**src/rtl/dram_ctrl_pkg.sv**
```systemverilog
package dram_ctrl_pkg;

  typedef enum logic [3:0] {
    ST_IDLE,
    ST_ROW,
    ST_RASF,
    ST_COL,
    ST_CASL,
    ST_HOLD,
    ST_PRE,
    ST_SR_CAS,
    ST_SR_HOLD,
    ST_SR_CHS,
    ST_SR_PRE
  } seq_state_e;

  function automatic int imax(input int a, input int b);
    return (a > b) ? a : b;
  endfunction

endpackage

```
**src/rtl/dram_interval_timer.sv**
```systemverilog
module dram_interval_timer #(
  parameter int CW = 8
) (
  input  logic          clk,
  input  logic          rst_n,
  input  logic          load,
  input  logic [CW-1:0] load_val,
  output logic          done
);

  logic [CW-1:0] cnt_q;
  logic [CW-1:0] cnt_d;

  always_comb begin
    cnt_d = cnt_q;
    if (load)
      cnt_d = load_val;
    else if (cnt_q != '0)
      cnt_d = cnt_q - 1'b1;
  end

  always_ff @(posedge clk or negedge rst_n) begin
    if (!rst_n)
      cnt_q <= '0;
    else
      cnt_q <= cnt_d;
  end

  assign done = (cnt_q == '0);

endmodule

```
**src/rtl/dram_seq_fsm.sv**
```systemverilog
module dram_seq_fsm
  import dram_ctrl_pkg::*;
#(
  parameter int PIN_AW = 10,
  parameter int DW     = 8,
  parameter int CW     = 8,
  parameter int T_ASR  = 1,
  parameter int T_RAH  = 1,
  parameter int T_ASC  = 1,
  parameter int T_RAC  = 6,
  parameter int T_CAC  = 3,
  parameter int T_CAA  = 4,
  parameter int T_OEA  = 2,
  parameter int T_CAS  = 2,
  parameter int T_RAS  = 8,
  parameter int T_RP   = 4,
  parameter int T_CP   = 2,
  parameter int T_CSR  = 2,
  parameter int T_RASS = 10,
  parameter int T_CHS  = 2,
  parameter int T_RPS  = 5
) (
  input  logic                clk,
  input  logic                rst_n,
  input  logic                req_valid,
  input  logic                req_write,
  input  logic [2*PIN_AW-1:0] req_addr,
  input  logic [DW-1:0]       req_wdata,
  input  logic                sref_req,
  input  logic                phase_done,
  input  logic                ras_done,
  input  logic [DW-1:0]       dq_in,
  output seq_state_e          state_d,
  output logic                req_ready,
  output logic [2*PIN_AW-1:0] addr_nxt,
  output logic                write_nxt,
  output logic [DW-1:0]       wdata_q,
  output logic                phase_load,
  output logic [CW-1:0]       phase_val,
  output logic                ras_load,
  output logic [CW-1:0]       ras_val,
  output logic                rd_valid,
  output logic [DW-1:0]       rd_data
);

  // read wait = longest access count seen from the column strobe edge
  localparam int T_ACC = imax(imax(T_CAC, T_OEA),
                              imax(imax(T_CAA - T_ASC, T_RAC - T_RAH - T_ASC), 1));
  localparam int T_PRE = imax(T_RP, T_CP);

  localparam logic [CW-1:0] L_ASR  = CW'(T_ASR - 1);
  localparam logic [CW-1:0] L_RAH  = CW'(T_RAH - 1);
  localparam logic [CW-1:0] L_ASC  = CW'(T_ASC - 1);
  localparam logic [CW-1:0] L_ACC  = CW'(T_ACC - 1);
  localparam logic [CW-1:0] L_CAS  = CW'(T_CAS - 1);
  localparam logic [CW-1:0] L_PRE  = CW'(T_PRE - 1);
  localparam logic [CW-1:0] L_CSR  = CW'(T_CSR - 1);
  localparam logic [CW-1:0] L_CHS  = CW'(T_CHS - 1);
  localparam logic [CW-1:0] L_RPS  = CW'(T_RPS - 1);
  localparam logic [CW-1:0] L_RAS  = CW'(T_RAS - 1);
  localparam logic [CW-1:0] L_RASS = CW'(T_RASS - 1);

  seq_state_e          state_q;
  logic [2*PIN_AW-1:0] addr_q;
  logic                write_q;
  logic [DW-1:0]       wdata_r;
  logic [DW-1:0]       rdata_q;
  logic                rvalid_q;
  logic                accept;
  logic                capture;

  assign req_ready = (state_q == ST_IDLE) && !sref_req;
  assign accept    = req_ready && req_valid;
  assign capture   = (state_q == ST_CASL) && phase_done && !write_q;

  // next-state logic
  always_comb begin
    state_d = state_q;
    unique case (state_q)
      ST_IDLE:    if (sref_req) state_d = ST_SR_CAS;
                  else if (req_valid) state_d = ST_ROW;
      ST_ROW:     if (phase_done) state_d = ST_RASF;
      ST_RASF:    if (phase_done) state_d = ST_COL;
      ST_COL:     if (phase_done) state_d = ST_CASL;
      ST_CASL:    if (phase_done) state_d = ST_HOLD;
      ST_HOLD:    if (ras_done) state_d = ST_PRE;
      ST_PRE:     if (phase_done) state_d = ST_IDLE;
      ST_SR_CAS:  if (phase_done) state_d = ST_SR_HOLD;
      ST_SR_HOLD: if (ras_done && !sref_req) state_d = ST_SR_CHS;
      ST_SR_CHS:  if (phase_done) state_d = ST_SR_PRE;
      ST_SR_PRE:  if (phase_done) state_d = ST_IDLE;
      default:    state_d = ST_IDLE;
    endcase
  end

  // interval loads on state entry
  always_comb begin
    phase_load = (state_d != state_q);
    ras_load   = phase_load && ((state_d == ST_RASF) || (state_d == ST_SR_HOLD));
    ras_val    = (state_d == ST_SR_HOLD) ? L_RASS : L_RAS;
    unique case (state_d)
      ST_ROW:    phase_val = L_ASR;
      ST_RASF:   phase_val = L_RAH;
      ST_COL:    phase_val = L_ASC;
      ST_CASL:   phase_val = write_q ? L_CAS : L_ACC;
      ST_PRE:    phase_val = L_PRE;
      ST_SR_CAS: phase_val = L_CSR;
      ST_SR_CHS: phase_val = L_CHS;
      ST_SR_PRE: phase_val = L_RPS;
      default:   phase_val = '0;
    endcase
  end

  assign addr_nxt  = accept ? req_addr : addr_q;
  assign write_nxt = accept ? req_write : write_q;

  always_ff @(posedge clk or negedge rst_n) begin
    if (!rst_n) begin
      state_q  <= ST_IDLE;
      addr_q   <= '0;
      write_q  <= 1'b0;
      wdata_r  <= '0;
      rdata_q  <= '0;
      rvalid_q <= 1'b0;
    end else begin
      state_q  <= state_d;
      rvalid_q <= capture;
      if (accept) begin
        addr_q  <= req_addr;
        write_q <= req_write;
        wdata_r <= req_wdata;
      end
      if (capture)
        rdata_q <= dq_in;
    end
  end

  assign wdata_q  = wdata_r;
  assign rd_valid = rvalid_q;
  assign rd_data  = rdata_q;

endmodule

```
**src/rtl/dram_pin_regs.sv**
```systemverilog
module dram_pin_regs
  import dram_ctrl_pkg::*;
#(
  parameter int PIN_AW = 10
) (
  input  logic                clk,
  input  logic                rst_n,
  input  seq_state_e          state_d,
  input  logic [2*PIN_AW-1:0] addr_nxt,
  input  logic                write_nxt,
  output logic                ras_n,
  output logic                cas_n,
  output logic                we_n,
  output logic                oe_n,
  output logic                dq_oe,
  output logic [PIN_AW-1:0]   addr
);

  logic            ras_lo, cas_lo, col_phase, row_phase, addr_en;
  logic [PIN_AW-1:0] addr_d;

  always_comb begin
    ras_lo    = (state_d == ST_RASF) || (state_d == ST_COL) || (state_d == ST_CASL) ||
                (state_d == ST_HOLD) || (state_d == ST_SR_HOLD);
    cas_lo    = (state_d == ST_CASL) || (state_d == ST_HOLD) || (state_d == ST_SR_CAS) ||
                (state_d == ST_SR_HOLD) || (state_d == ST_SR_CHS);
    col_phase = (state_d == ST_COL) || (state_d == ST_CASL) || (state_d == ST_HOLD);
    row_phase = (state_d == ST_ROW) || (state_d == ST_RASF);
    addr_en   = col_phase || row_phase;
    addr_d    = row_phase ? addr_nxt[2*PIN_AW-1:PIN_AW] : addr_nxt[PIN_AW-1:0];
  end

  always_ff @(posedge clk or negedge rst_n) begin
    if (!rst_n) begin
      ras_n <= 1'b1;
      cas_n <= 1'b1;
      we_n  <= 1'b1;
      oe_n  <= 1'b1;
      dq_oe <= 1'b0;
      addr  <= '0;
    end else begin
      ras_n <= !ras_lo;
      cas_n <= !cas_lo;
      we_n  <= !(col_phase && write_nxt);
      dq_oe <= col_phase && write_nxt;
      oe_n  <= !(((state_d == ST_CASL) || (state_d == ST_HOLD)) && !write_nxt);
      if (addr_en)
        addr <= addr_d;
    end
  end

endmodule

```
**src/rtl/dram_async_ctrl.sv**
```systemverilog
module dram_async_ctrl
  import dram_ctrl_pkg::*;
#(
  parameter int PIN_AW = 10,
  parameter int DW     = 8,
  parameter int CW     = 8,
  parameter int T_ASR  = 1,
  parameter int T_RAH  = 1,
  parameter int T_ASC  = 1,
  parameter int T_RAC  = 6,
  parameter int T_CAC  = 3,
  parameter int T_CAA  = 4,
  parameter int T_OEA  = 2,
  parameter int T_CAS  = 2,
  parameter int T_RAS  = 8,
  parameter int T_RP   = 4,
  parameter int T_CP   = 2,
  parameter int T_CSR  = 2,
  parameter int T_RASS = 10,
  parameter int T_CHS  = 2,
  parameter int T_RPS  = 5
) (
  input  logic                clk,
  input  logic                rst_n,
  input  logic                req_valid,
  output logic                req_ready,
  input  logic                req_write,
  input  logic [2*PIN_AW-1:0] req_addr,
  input  logic [DW-1:0]       req_wdata,
  input  logic                sref_req,
  output logic                rd_valid,
  output logic [DW-1:0]       rd_data,
  output logic                dram_ras_n,
  output logic                dram_cas_n,
  output logic                dram_we_n,
  output logic                dram_oe_n,
  output logic [PIN_AW-1:0]   dram_addr,
  output logic [DW-1:0]       dram_dq_out,
  output logic                dram_dq_oe,
  input  logic [DW-1:0]       dram_dq_in
);

  logic [1:0]          rst_sync_q;
  logic                rst_int_n;
  seq_state_e          state_d;
  logic [2*PIN_AW-1:0] addr_nxt;
  logic                write_nxt;
  logic                phase_load, ras_load, phase_done, ras_done;
  logic [CW-1:0]       phase_val, ras_val;

  // asynchronous assert, synchronous release
  always_ff @(posedge clk or negedge rst_n) begin
    if (!rst_n)
      rst_sync_q <= 2'b00;
    else
      rst_sync_q <= {rst_sync_q[0], 1'b1};
  end
  assign rst_int_n = rst_sync_q[1];

  dram_seq_fsm #(
    .PIN_AW(PIN_AW), .DW(DW), .CW(CW),
    .T_ASR(T_ASR), .T_RAH(T_RAH), .T_ASC(T_ASC), .T_RAC(T_RAC),
    .T_CAC(T_CAC), .T_CAA(T_CAA), .T_OEA(T_OEA), .T_CAS(T_CAS),
    .T_RAS(T_RAS), .T_RP(T_RP), .T_CP(T_CP), .T_CSR(T_CSR),
    .T_RASS(T_RASS), .T_CHS(T_CHS), .T_RPS(T_RPS)
  ) u_fsm (
    .clk        (clk),
    .rst_n      (rst_int_n),
    .req_valid  (req_valid),
    .req_write  (req_write),
    .req_addr   (req_addr),
    .req_wdata  (req_wdata),
    .sref_req   (sref_req),
    .phase_done (phase_done),
    .ras_done   (ras_done),
    .dq_in      (dram_dq_in),
    .state_d    (state_d),
    .req_ready  (req_ready),
    .addr_nxt   (addr_nxt),
    .write_nxt  (write_nxt),
    .wdata_q    (dram_dq_out),
    .phase_load (phase_load),
    .phase_val  (phase_val),
    .ras_load   (ras_load),
    .ras_val    (ras_val),
    .rd_valid   (rd_valid),
    .rd_data    (rd_data)
  );

  dram_interval_timer #(.CW(CW)) u_phase_tmr (
    .clk      (clk),
    .rst_n    (rst_int_n),
    .load     (phase_load),
    .load_val (phase_val),
    .done     (phase_done)
  );

  dram_interval_timer #(.CW(CW)) u_ras_tmr (
    .clk      (clk),
    .rst_n    (rst_int_n),
    .load     (ras_load),
    .load_val (ras_val),
    .done     (ras_done)
  );

  dram_pin_regs #(.PIN_AW(PIN_AW)) u_pins (
    .clk       (clk),
    .rst_n     (rst_int_n),
    .state_d   (state_d),
    .addr_nxt  (addr_nxt),
    .write_nxt (write_nxt),
    .ras_n     (dram_ras_n),
    .cas_n     (dram_cas_n),
    .we_n      (dram_we_n),
    .oe_n      (dram_oe_n),
    .dq_oe     (dram_dq_oe),
    .addr      (dram_addr)
  );

endmodule

```
**config.mk**
```make
export PLATFORM = sky130hd
export DESIGN_NAME = dram_async_ctrl
export DESIGN_NICKNAME = d
export VERILOG_FILES = /design/src/rtl/dram_ctrl_pkg.sv /design/src/rtl/dram_interval_timer.sv /design/src/rtl/dram_seq_fsm.sv /design/src/rtl/dram_pin_regs.sv /design/src/rtl/dram_async_ctrl.sv
export SDC_FILE = /design/constraint.sdc
export NUM_CORES = 1
export LEC_CHECK = 0
export CORE_ASPECT_RATIO = 0.5
export CORE_UTILIZATION = 35
export DETAILED_ROUTE_END_ITERATION = 6
export PLACE_DENSITY_LB_ADDON = 0.3
export SLEW_MARGIN = 20
export SYNTH_ARGS = -nofsm -noshare
export SYNTH_HDL_FRONTEND = slang
export SYNTH_SLANG_ARGS = --single-unit
```
**constraint.sdc**
```tcl
create_clock -name clk -period 4.02 [get_ports clk]
set_input_delay 0.402 -clock clk [delete_from_list [all_inputs] [get_ports clk]]
set_output_delay 0.402 -clock clk [all_outputs]
set_load 0.02 [all_outputs]
```
==> reports/qor.csv, run 1 <==
metric,value,unit
max_cap_viol_count,0,
cts-hold-fix-buffers,0,
grt_first_pass_wirelength,14.0,mm
worst_setup_path_start_kind,flop,
root_buffer,clkbuf_16,
wl_per_cell,15.2,um
period_minus_slack,3.08,ns
rows,25,
regArea,1890,sq um
synthSimpleGateAreaFrac,16.7,%
drc,0,
cp.depth,8,
path_cells,inv_1 > ha_1 > or3b_2 > o221a_4 > a2111oi_4 > nand2_2 > a21oi_2 > a221o_1,
ant_nets,0,
ys_types,62,
syn_area_per_cell,10.8,sq um
clockBufferDepth,2,
postCtsSetupRepairBufs,0,
syn_nets,379,
power_frac_seq,43.2,%
routabilityCongestion,0.931,
initial_core_util,37.1,%
die-height,73.9,um
critical-path-max-stage-delay,0.58,ns
arrival,3.35,ns
yosysWarnings,0,
clk_latency,0.33,ns
die_w,146,um
path_delay_family,compound AO/OA/AOI/OAI gates,
drtIter0Drc,318,
synth-main-ff-cell,dfrtp_1,
yosysSeqAreaShare,52.1,%
reg2reg_depth,8,
nets,456,
cts_made_buffers,9,
place_inst,536,
worstMarginPinSlew,0.922,ns
multiInputGateArea,1630,sq um
tns,0,ns
antenna_cells,0,
layout_commonest_cell,clkdlybuf4s50_1,
worst-endpoint-required,4.29,ns
outcome,completed,
pwr-share-comb,5.3,%
nFillCells,877,
cts_resized,0,
cts_tree,done,
synth_edf_count,0,
die_area,10800,sq um
finalNonFillerCells,552,
overflow,0,
swShare,19.9,%
end_kind,flop,
vias,2807,
path_buf_inv,1,
ios,74,
grt_pass1_vias,2775,
synthCells,335,
track_usage,16.9,%
coreArea,9730,sq um
synth_top_family_by_area,simple AND/OR/NAND/NOR gates,
clk_pin_slew,0.06,ns
final-setup-viol-count,0,
slowest_stage,or3b_2,
cts.sinks,75,
timing.final.hold_violations,0,
rsz0062_at_grt,false,
synthMuxAreaShare,9.28,%
p_clk_share,51.5,%
htree_levels,3,
synth-compound-area-share,15.1,%
finalCritPeriodShare,76.5,%
vdd_drop_max,0.220,mV
path_class,flop to flop,
viasPerCell,5.09,
async_reset_ff_share,100,%
portBuffers,73,
yosys_register_bits,75,
p_sw,0.364,mW
leakagePower,2.19,nW
critical_path_peak_fanout,10,
antenna_found_initial,0,
wirelength,8.38,mm
slew_headroom,37.7,%
pwr_density_cell,375,nW/um^2
synth_fa_ha_area_share,1.04,%
hpwl,5.97,mm
intPower,1.46,mW
syn_area,3610,sq um
fmax,325,MHz
drv_slew,0,
drive_gt1_share,16.8,%
final_cell_mix,"clkdlybuf4s50_1, dfrtp_1, nand2_1",
area.growth.synth_to_final,34.7,%
worstHoldPathType,input pin to asynchronous set/reset pin,
grt_max_degree,48,
final.setup_skew,0.0103,ns
firstDrtPassIters,4,
synth_xor_area_share,2.91,%
-- synthesized netlist by cell type, types with 3 or more instances --
master	count	share of area, %
a21oi_1	17	2.4
nand2_1	37	3.8
xor2_1	6	1.5
dfstp_2	4	2.9
o21ai_0	15	2.1
nor3_1	7	0.97
ha_1	3	1.0
dfrtp_1	71	49
nand3_1	12	1.7
or4_1	3	0.62
nand2b_1	4	0.69
nand4_1	4	0.69
xnor2_1	6	1.5
nor2_1	21	2.2
a221o_1	10	2.8
mux2_2	27	8.4
nor2b_1	4	0.69
clkbuf_1	12	1.2
o21a_1	4	0.83
inv_1	11	1.1
-- final timing paths --
check	startpoint	to	slack, ns
worst max-delay path	u_phase_tmr.cnt_q[0]	u_pins.addr[8]	0.94
worst min-delay path	rst_n	rst_sync_q[0]	0.23
worst max register to register	u_phase_tmr.cnt_q[0]	u_pins.addr[8]	0.94
worst min register to register	rst_sync_q[1]	u_fsm.wdata_q[3]	0.35
max in group asynchronous	rst_sync_q[1]	u_pins.cas_n	2.83
min in group clk	rst_sync_q[0]	rst_sync_q[1]	0.36
-- final cells by class --
class,instances,area share (%)
Sequential cell,75,38.7
Multi-Input combinational cell,233,33.4
Timing Repair Buffer,81,16.2
Clock buffer,11,4.99
Tap cell,135,3.47
Clock inverter,5,2.21
Inverter,12,0.925
-- sequential cells by signal, indices dropped and copies added (netlist names) --
| signal | cells |
|---|---|
| u_pins.dq_oe | 1 |
| u_pins.oe_n | 1 |
| u_fsm.state_q | 4 |
| u_pins.addr | 10 |
| u_pins.cas_n | 1 |
| u_pins.we_n | 1 |
| u_fsm.wdata_q | 8 |
| u_pins.ras_n | 1 |
| u_phase_tmr.cnt_q | 8 |
| u_fsm.rd_data | 8 |
| u_fsm.write_q | 1 |
| u_ras_tmr.cnt_q | 8 |
| u_fsm.addr_q | 20 |
| u_fsm.rd_valid | 1 |
| rst_sync_q | 2 |
-- through the flow --
stage	worst slack [ns]	instance area, sq um	utilization (%)	hold slack, ns	power (mW)
floorplan	1.24	3610	-	0.106	0.832
global placement	1.04	4520	46.4	0.336	0.899
detailed placement	1.02	4520	46.4	0.342	0.900
CTS	0.991	4870	50.0	0.218	1.84
global route	0.722	4870	50.0	0.218	1.88
finish	0.944	4870	50.0	0.226	1.82
-- metal layers --
metal	track usage (%)	vias to the layer above	part of all wire [%]	wire length [um]
li1	-	1360	-	-
met2	27.4	72	47	3950
met5	0	-	0	0
met1	22.7	1373	48	4060
met4	5.15	0	0.25	21
met3	4.10	2	4.2	351
-- power by group through the flow --
stage	Sequential [mW]	Combinational, mW	Clock, mW
detailed placement	0.802	0.0978	0
global placement	0.802	0.0964	0
global route	0.792	0.105	0.987
CTS	0.789	0.0980	0.953
floorplan	0.812	0.0197	0
finish	0.788	0.0963	0.939
-- cells by family after synthesis --
family	count (synthesis)
xor+xnor	12
buf+inv	27
simple gates	116
mux	30
compound gates	71
fa+ha+maj	3
other cells	1
flops	75
No activity file was read; power rests on OpenSTA's default activity.
==> inputs of run 2 (changes only) <==
- clock period: 4.02 -> 2.5 ns (I/O delays scaled with it)
==> reports/qor.csv, run 2 (synthesized netlist as in run 1, its figures left out) <==
metric,value,unit,change
ios,74,,unchanged
rows,25,,unchanged
intPower,2.21,mW,+52%
crit_top_cell,buf_4,,
wirelength,9.41,mm,+12%
path_delay_family,compound AO/OA/AOI/OAI gates,,
firstDrtPassIters,4,,unchanged
crit_start,u_phase_tmr.cnt_q[0],,
leakagePower,2.46,nW,+12%
finalCritPeriodShare,101,%,+24 points
cts_tree,done,,
drc,0,,unchanged
p_sw,0.563,mW,+55%
clockBufferDepth,2,,unchanged
pwr-share-comb,6.0,%,+0.7 points
layout_commonest_cell,clkdlybuf4s50_1,,
final.setup_skew,0.00602,ns,-0.00432 ns
clk_pin_slew,0.06,ns,about the same
hpwl,6.62,mm,+11%
worstHoldPathType,input pin to asynchronous set/reset pin,,
cts.sinks,75,,unchanged
vias,3042,,+8.4%
placed_area,4900,sq um,+8.5%
max_cap_viol_count,0,,unchanged
viasPerCell,5.06,,-0.46%
path_cells,inv_2 > ha_4 > or3b_4 > buf_4 > nor2_1 > buf_4 > a22o_1 > a2111oi_4 > buf_4 > o21ai_2 > mux2_4,,
rsz0062_at_grt,true,,
violations,setup timing,,
antenna_cells,0,,unchanged
grt_pass1_vias,3055,,+10%
area.growth.synth_to_final,48.4,%,
routabilityCongestion,0.912,,-2.1%
grt_max_degree,52,,+8.3%
slew_headroom,63.9,%,+26 points
cts_made_buffers,9,,unchanged
path_class,flop to flop,,
critical_path_peak_fanout,5,,-5
worst_setup_path_start_kind,flop,,
r2r-start,u_phase_tmr.cnt_q[0],,
die_w,146,um,unchanged
reg_top3,"u_fsm.addr_q x20, u_pins.addr x10",,
fmax,398,MHz,+22%
overflow,0,,unchanged
swShare,20.3,%,+0.34 points
die_area,10800,sq um,unchanged
initial_core_util,37.1,%,unchanged
die-height,73.9,um,unchanged
total_power,2.78,mW,+52%
fin_ws,-0.0134,ns,-0.958 ns
track_usage,18.4,%,+1.5 points
critical-path-max-stage-delay,0.40,ns,-0.18 ns
final_cell_mix,"clkdlybuf4s50_1, dfrtp_1, buf_4",,
path_buf_inv,4,,+3
worstMarginPinSlew,0.542,ns,-0.380 ns
pwr_density_cell,518,nW/um^2,+38%
p_clk_share,48.5,%,-3.0 points
vdd_drop_max,0.385,mV,+75%
worst-endpoint-required,2.71,ns,-1.58 ns
outcome,"finished, violations left",,
wl_per_cell,15.7,um,+3.2%
drtIter0Drc,254,,-20%
clk_latency,0.33,ns,about the same
coreArea,9730,sq um,unchanged
htree_levels,3,,unchanged
largest_reg_flops,20,,unchanged
portBuffers,73,,unchanged
period_minus_slack,2.51,ns,-0.562 ns
power_frac_seq,45.4,%,+2.2 points
drv_slew,0,,unchanged
grt_first_pass_wirelength,15.3,mm,+9.0%
end_kind,flop,,
final-setup-viol-count,2,,+2
ant_nets,0,,unchanged
fin_area,5360,sq um,+10%
nets,506,,+11%
antenna_found_initial,0,,unchanged
regMostFlops,u_fsm.addr_q,,
arrival,2.73,ns,-0.62 ns
timing.final.hold_violations,0,,unchanged
utilization,55.1,%,+5.1 points
slowest_stage,a2111oi_4,,
root_buffer,clkbuf_16,,
drive_gt1_share,29.6,%,+13 points
-- run 2: per-layer routing --
metal,global-route usage [%],vias up,wire length [um]
met3,4.97,17,402
met2,29.8,82,4330
li1,-,1459,-
met5,0,-,0
met4,7.72,0,178
met1,23.6,1484,4500
-- run 2: final cells by class --
class                      count  area, sq um
tap                          135          169
clock inverter                 4         76.3
timing repair buffer         131         1200
clock buffer                  11          233
sequential                    75         1880
inverter                      12         47.5
fill                         798         4360
multi-input combinational    233         1750
-- run 2: worst register-to-register path, delay by kind of cell (launching register included) --
kind	cells	cell delay [ns]
buffers and inverters	4	0.53
DFF	1	0.37
AOI/OAI and AO/OA	3	0.71
muxes	1	0.30
adders and majority gates	1	0.15
and+or+nand+nor	2	0.32
-- run 2: final timing paths --
path / cells after the start / slack, ns / endpoint
max: 11 / -0.01 / u_phase_tmr.cnt_q[0]
min: 1 / 0.08 / rst_sync_q[1]
max reg2reg: 11 / -0.01 / u_phase_tmr.cnt_q[0]
min reg2reg: 0 / 0.26 / u_fsm.rd_data[7]
max in group asynchronous: 1 / 1.54 / u_pins.ras_n
min in group clk: 0 / 0.35 / rst_sync_q[1]
-- run 2: metrics by stage --
stage          setup TNS [ns]  std cells  hold WS, ns  setup WS, ns
2_1_floorplan          -0.219        335      -0.0456       -0.0203
4_1_cts                     0        598       0.0670       0.00167
5_1_grt                 -1.32        601       0.0635        -0.117
3_5_place_dp            -1.94        580        0.268        -0.169
6_report              -0.0213        601       0.0763       -0.0134
3_3_place_gp            -1.02        580        0.265       -0.0944
-- run 2: what timing repair did --
| action | in CTS | in global routing |
|---|---|---|
| pin swaps | 1 | 5 |
| hold buffers | 0 | 0 |
| setup endpoints to repair | 20 | 28 |
| gates resized for setup | 13 | 16 |
| setup buffers | 3 | 3 |
-- run 2: power by group through the flow --
stage | Clock (mW) | Combinational (mW) | Sequential (mW)
final | 1.35 | 0.168 | 1.26
after global routing | 1.44 | 0.181 | 1.27
after CTS | 1.38 | 0.171 | 1.26
after detailed placement | 0 | 0.169 | 1.28
after global placement | 0 | 0.167 | 1.28
after floorplan | 0 | 0.0317 | 1.31
==> inputs of run 3 (changes only) <==
- CORE_MARGIN: default -> 2
- clock period: 2.5 -> 2.6 ns (I/O delays scaled with it)
==> reports/qor.csv, run 3 (synthesized netlist as in run 1, its figures left out) <==
metric,value,unit,change
outcome,"finished, violations left",,
violations,setup timing,,
nets,502,,-0.79%
critical_path_peak_fanout,8,,+3
timing.final.hold_violations,0,,unchanged
leakagePower,2.40,nW,-2.5%
wirelength,8.72,mm,-7.4%
viasPerCell,4.95,,-2.2%
worst-endpoint-required,2.82,ns,+0.11 ns
clk_pin_slew,0.06,ns,about the same
arrival,2.82,ns,+0.09 ns
fin_area,5220,sq um,-2.7%
r2r_slack,-0.006,ns,about the same
final.setup_skew,0.00563,ns,-0.000391 ns
htree_levels,3,,unchanged
hpwl,6.44,mm,-2.6%
firstDrtPassIters,4,,unchanged
worst_setup_path_start_kind,flop,,
reg_top3,"u_fsm.addr_q x20, u_pins.addr x10",,
grt_first_pass_wirelength,14.4,mm,-5.5%
die-height,75.9,um,+2.7%
initial_core_util,35.7,%,-1.4 points
r2r-start,u_phase_tmr.cnt_q[0],,
ios,74,,unchanged
ant_nets,0,,unchanged
vdd_drop_max,0.307,mV,-20%
tns,-0.00622,ns,+0.0150 ns
root_buffer,clkbuf_16,,
rr_endpoint,u_phase_tmr.cnt_q[0],,
worstMarginPinSlew,0.700,ns,+0.158 ns
rsz0062_at_grt,true,,
max_cap_viol_count,0,,unchanged
routabilityCongestion,0.867,,-4.8%
slew_headroom,53.2,%,-11 points
period_minus_slack,2.61,ns,+0.0929 ns
cts-hold-fix-buffers,0,,unchanged
overflow,0,,unchanged
fmax,384,MHz,-3.6%
cts.sinks,75,,unchanged
grt_pass1_vias,2855,,-6.5%
drv_slew,0,,unchanged
finalCritPeriodShare,100,%,-0.30 points
die_area,11200,sq um,+4.1%
largest_reg_flops,20,,unchanged
worstHoldPathType,input pin to asynchronous set/reset pin,,
cts_tree,done,,
regMostFlops,u_fsm.addr_q,,
fin_ws,-0.00622,ns,+0.00714 ns
antenna_found_initial,0,,unchanged
drive_gt1_share,26.8,%,-2.8 points
fin_hold_ws,0.0833,ns,+0.00695 ns
clk_latency,0.33,ns,about the same
drtIter0Drc,171,,-33%
vias,2984,,-1.9%
final_cell_mix,"clkdlybuf4s50_1, dfrtp_1, buf_4",,
clockBufferDepth,2,,unchanged
path_class,flop to flop,,
antenna_cells,0,,unchanged
wl_per_cell,14.5,um,-7.7%
final-setup-viol-count,1,,-1
rows,26,,+4.0%
portBuffers,73,,unchanged
critPathCapture,u_phase_tmr.cnt_q[0],,
area.growth.synth_to_final,44.5,%,
grt_max_degree,50,,-3.8%
layout_commonest_cell,clkdlybuf4s50_1,,
reg2reg_depth,11,,unchanged
die_w,148,um,+1.4%
end_kind,flop,,
crit_start,u_phase_tmr.cnt_q[0],,
drc,0,,unchanged
pwr_density_cell,495,nW/um^2,-4.4%
cts_made_buffers,9,,unchanged
placed_area,4880,sq um,-0.43%
coreArea,10100,sq um,+4.0%
track_usage,16.5,%,-1.9 points
## run 3: cell count changes in the layout (fill, tap and decap cells not counted), moves of 2 or more
cell and delta:
mux2_4 -2, o21ai_0 +4, buf_6 -3, o21ai_1 -4
## run 3: worst min-delay path by stage
stage                                  end           from  slack [ns]
after floorplan              rst_sync_q[0]          rst_n       -0.04
after global placement    u_fsm.wdata_q[7]  rst_sync_q[1]        0.28
after detailed placement  u_fsm.wdata_q[7]  rst_sync_q[1]        0.28
after CTS                    rst_sync_q[0]          rst_n        0.07
after global routing         rst_sync_q[0]          rst_n        0.07
final                        rst_sync_q[1]          rst_n        0.08
## run 3: layout make-up
cell class | instances | area (sq um)
clock buffers | 12 | 236
inverters | 12 | 45.0
clock inverters | 4 | 51.3
fillers | 914 | 4900
well taps | 140 | 175
multi-input cells | 233 | 1680
flip-flops and latches | 75 | 1880
repair buffers | 127 | 1150
## run 3: repair_timing
item                                    4_1_cts  5_1_grt
pin swaps                                     1        3
endpoints found under the setup margin       18       26
hold endpoints to repair                      0        0
resized for setup                             6        5
buffers inserted                              0        4
## run 3: critical path: stages, from the launching register on
cell       delay (ns)
dfrtp_1          0.38
inv_2            0.06
ha_2             0.17
or3b_4           0.41
buf_6            0.15
nor4_2           0.21
buf_4            0.17
a2111oi_4        0.04
buf_4            0.19
nand2_2          0.10
mux2_1           0.34
mux2_2           0.26
## run 3: power by group
| part | internal [mW] | switching, mW |
|---|---|---|
| Clock | 0.745 | 0.466 |
| Sequential | 1.20 | 0.0179 |
| Combinational | 0.0965 | 0.0640 |
## run 3: metal layers
layer  share of wire (%)  track usage (%)
met5                   0                0
met4                0.72             5.02
met3                 4.1             4.19
met2                  46             26.1
met1                  49             22.8
## run 3: metrics by stage
step           util [%]  instances  total power [mW]  worst slack [ns]
6_report           51.6        603              2.58          -0.00622
5_1_grt            51.6        603              2.68           -0.0802
4_1_cts            51.3        600              2.62          -0.00390
3_5_place_dp       48.2        584              1.40           -0.0944
3_3_place_gp       48.2        584              1.39           -0.0490
2_1_floorplan         -        335              1.29           -0.0305
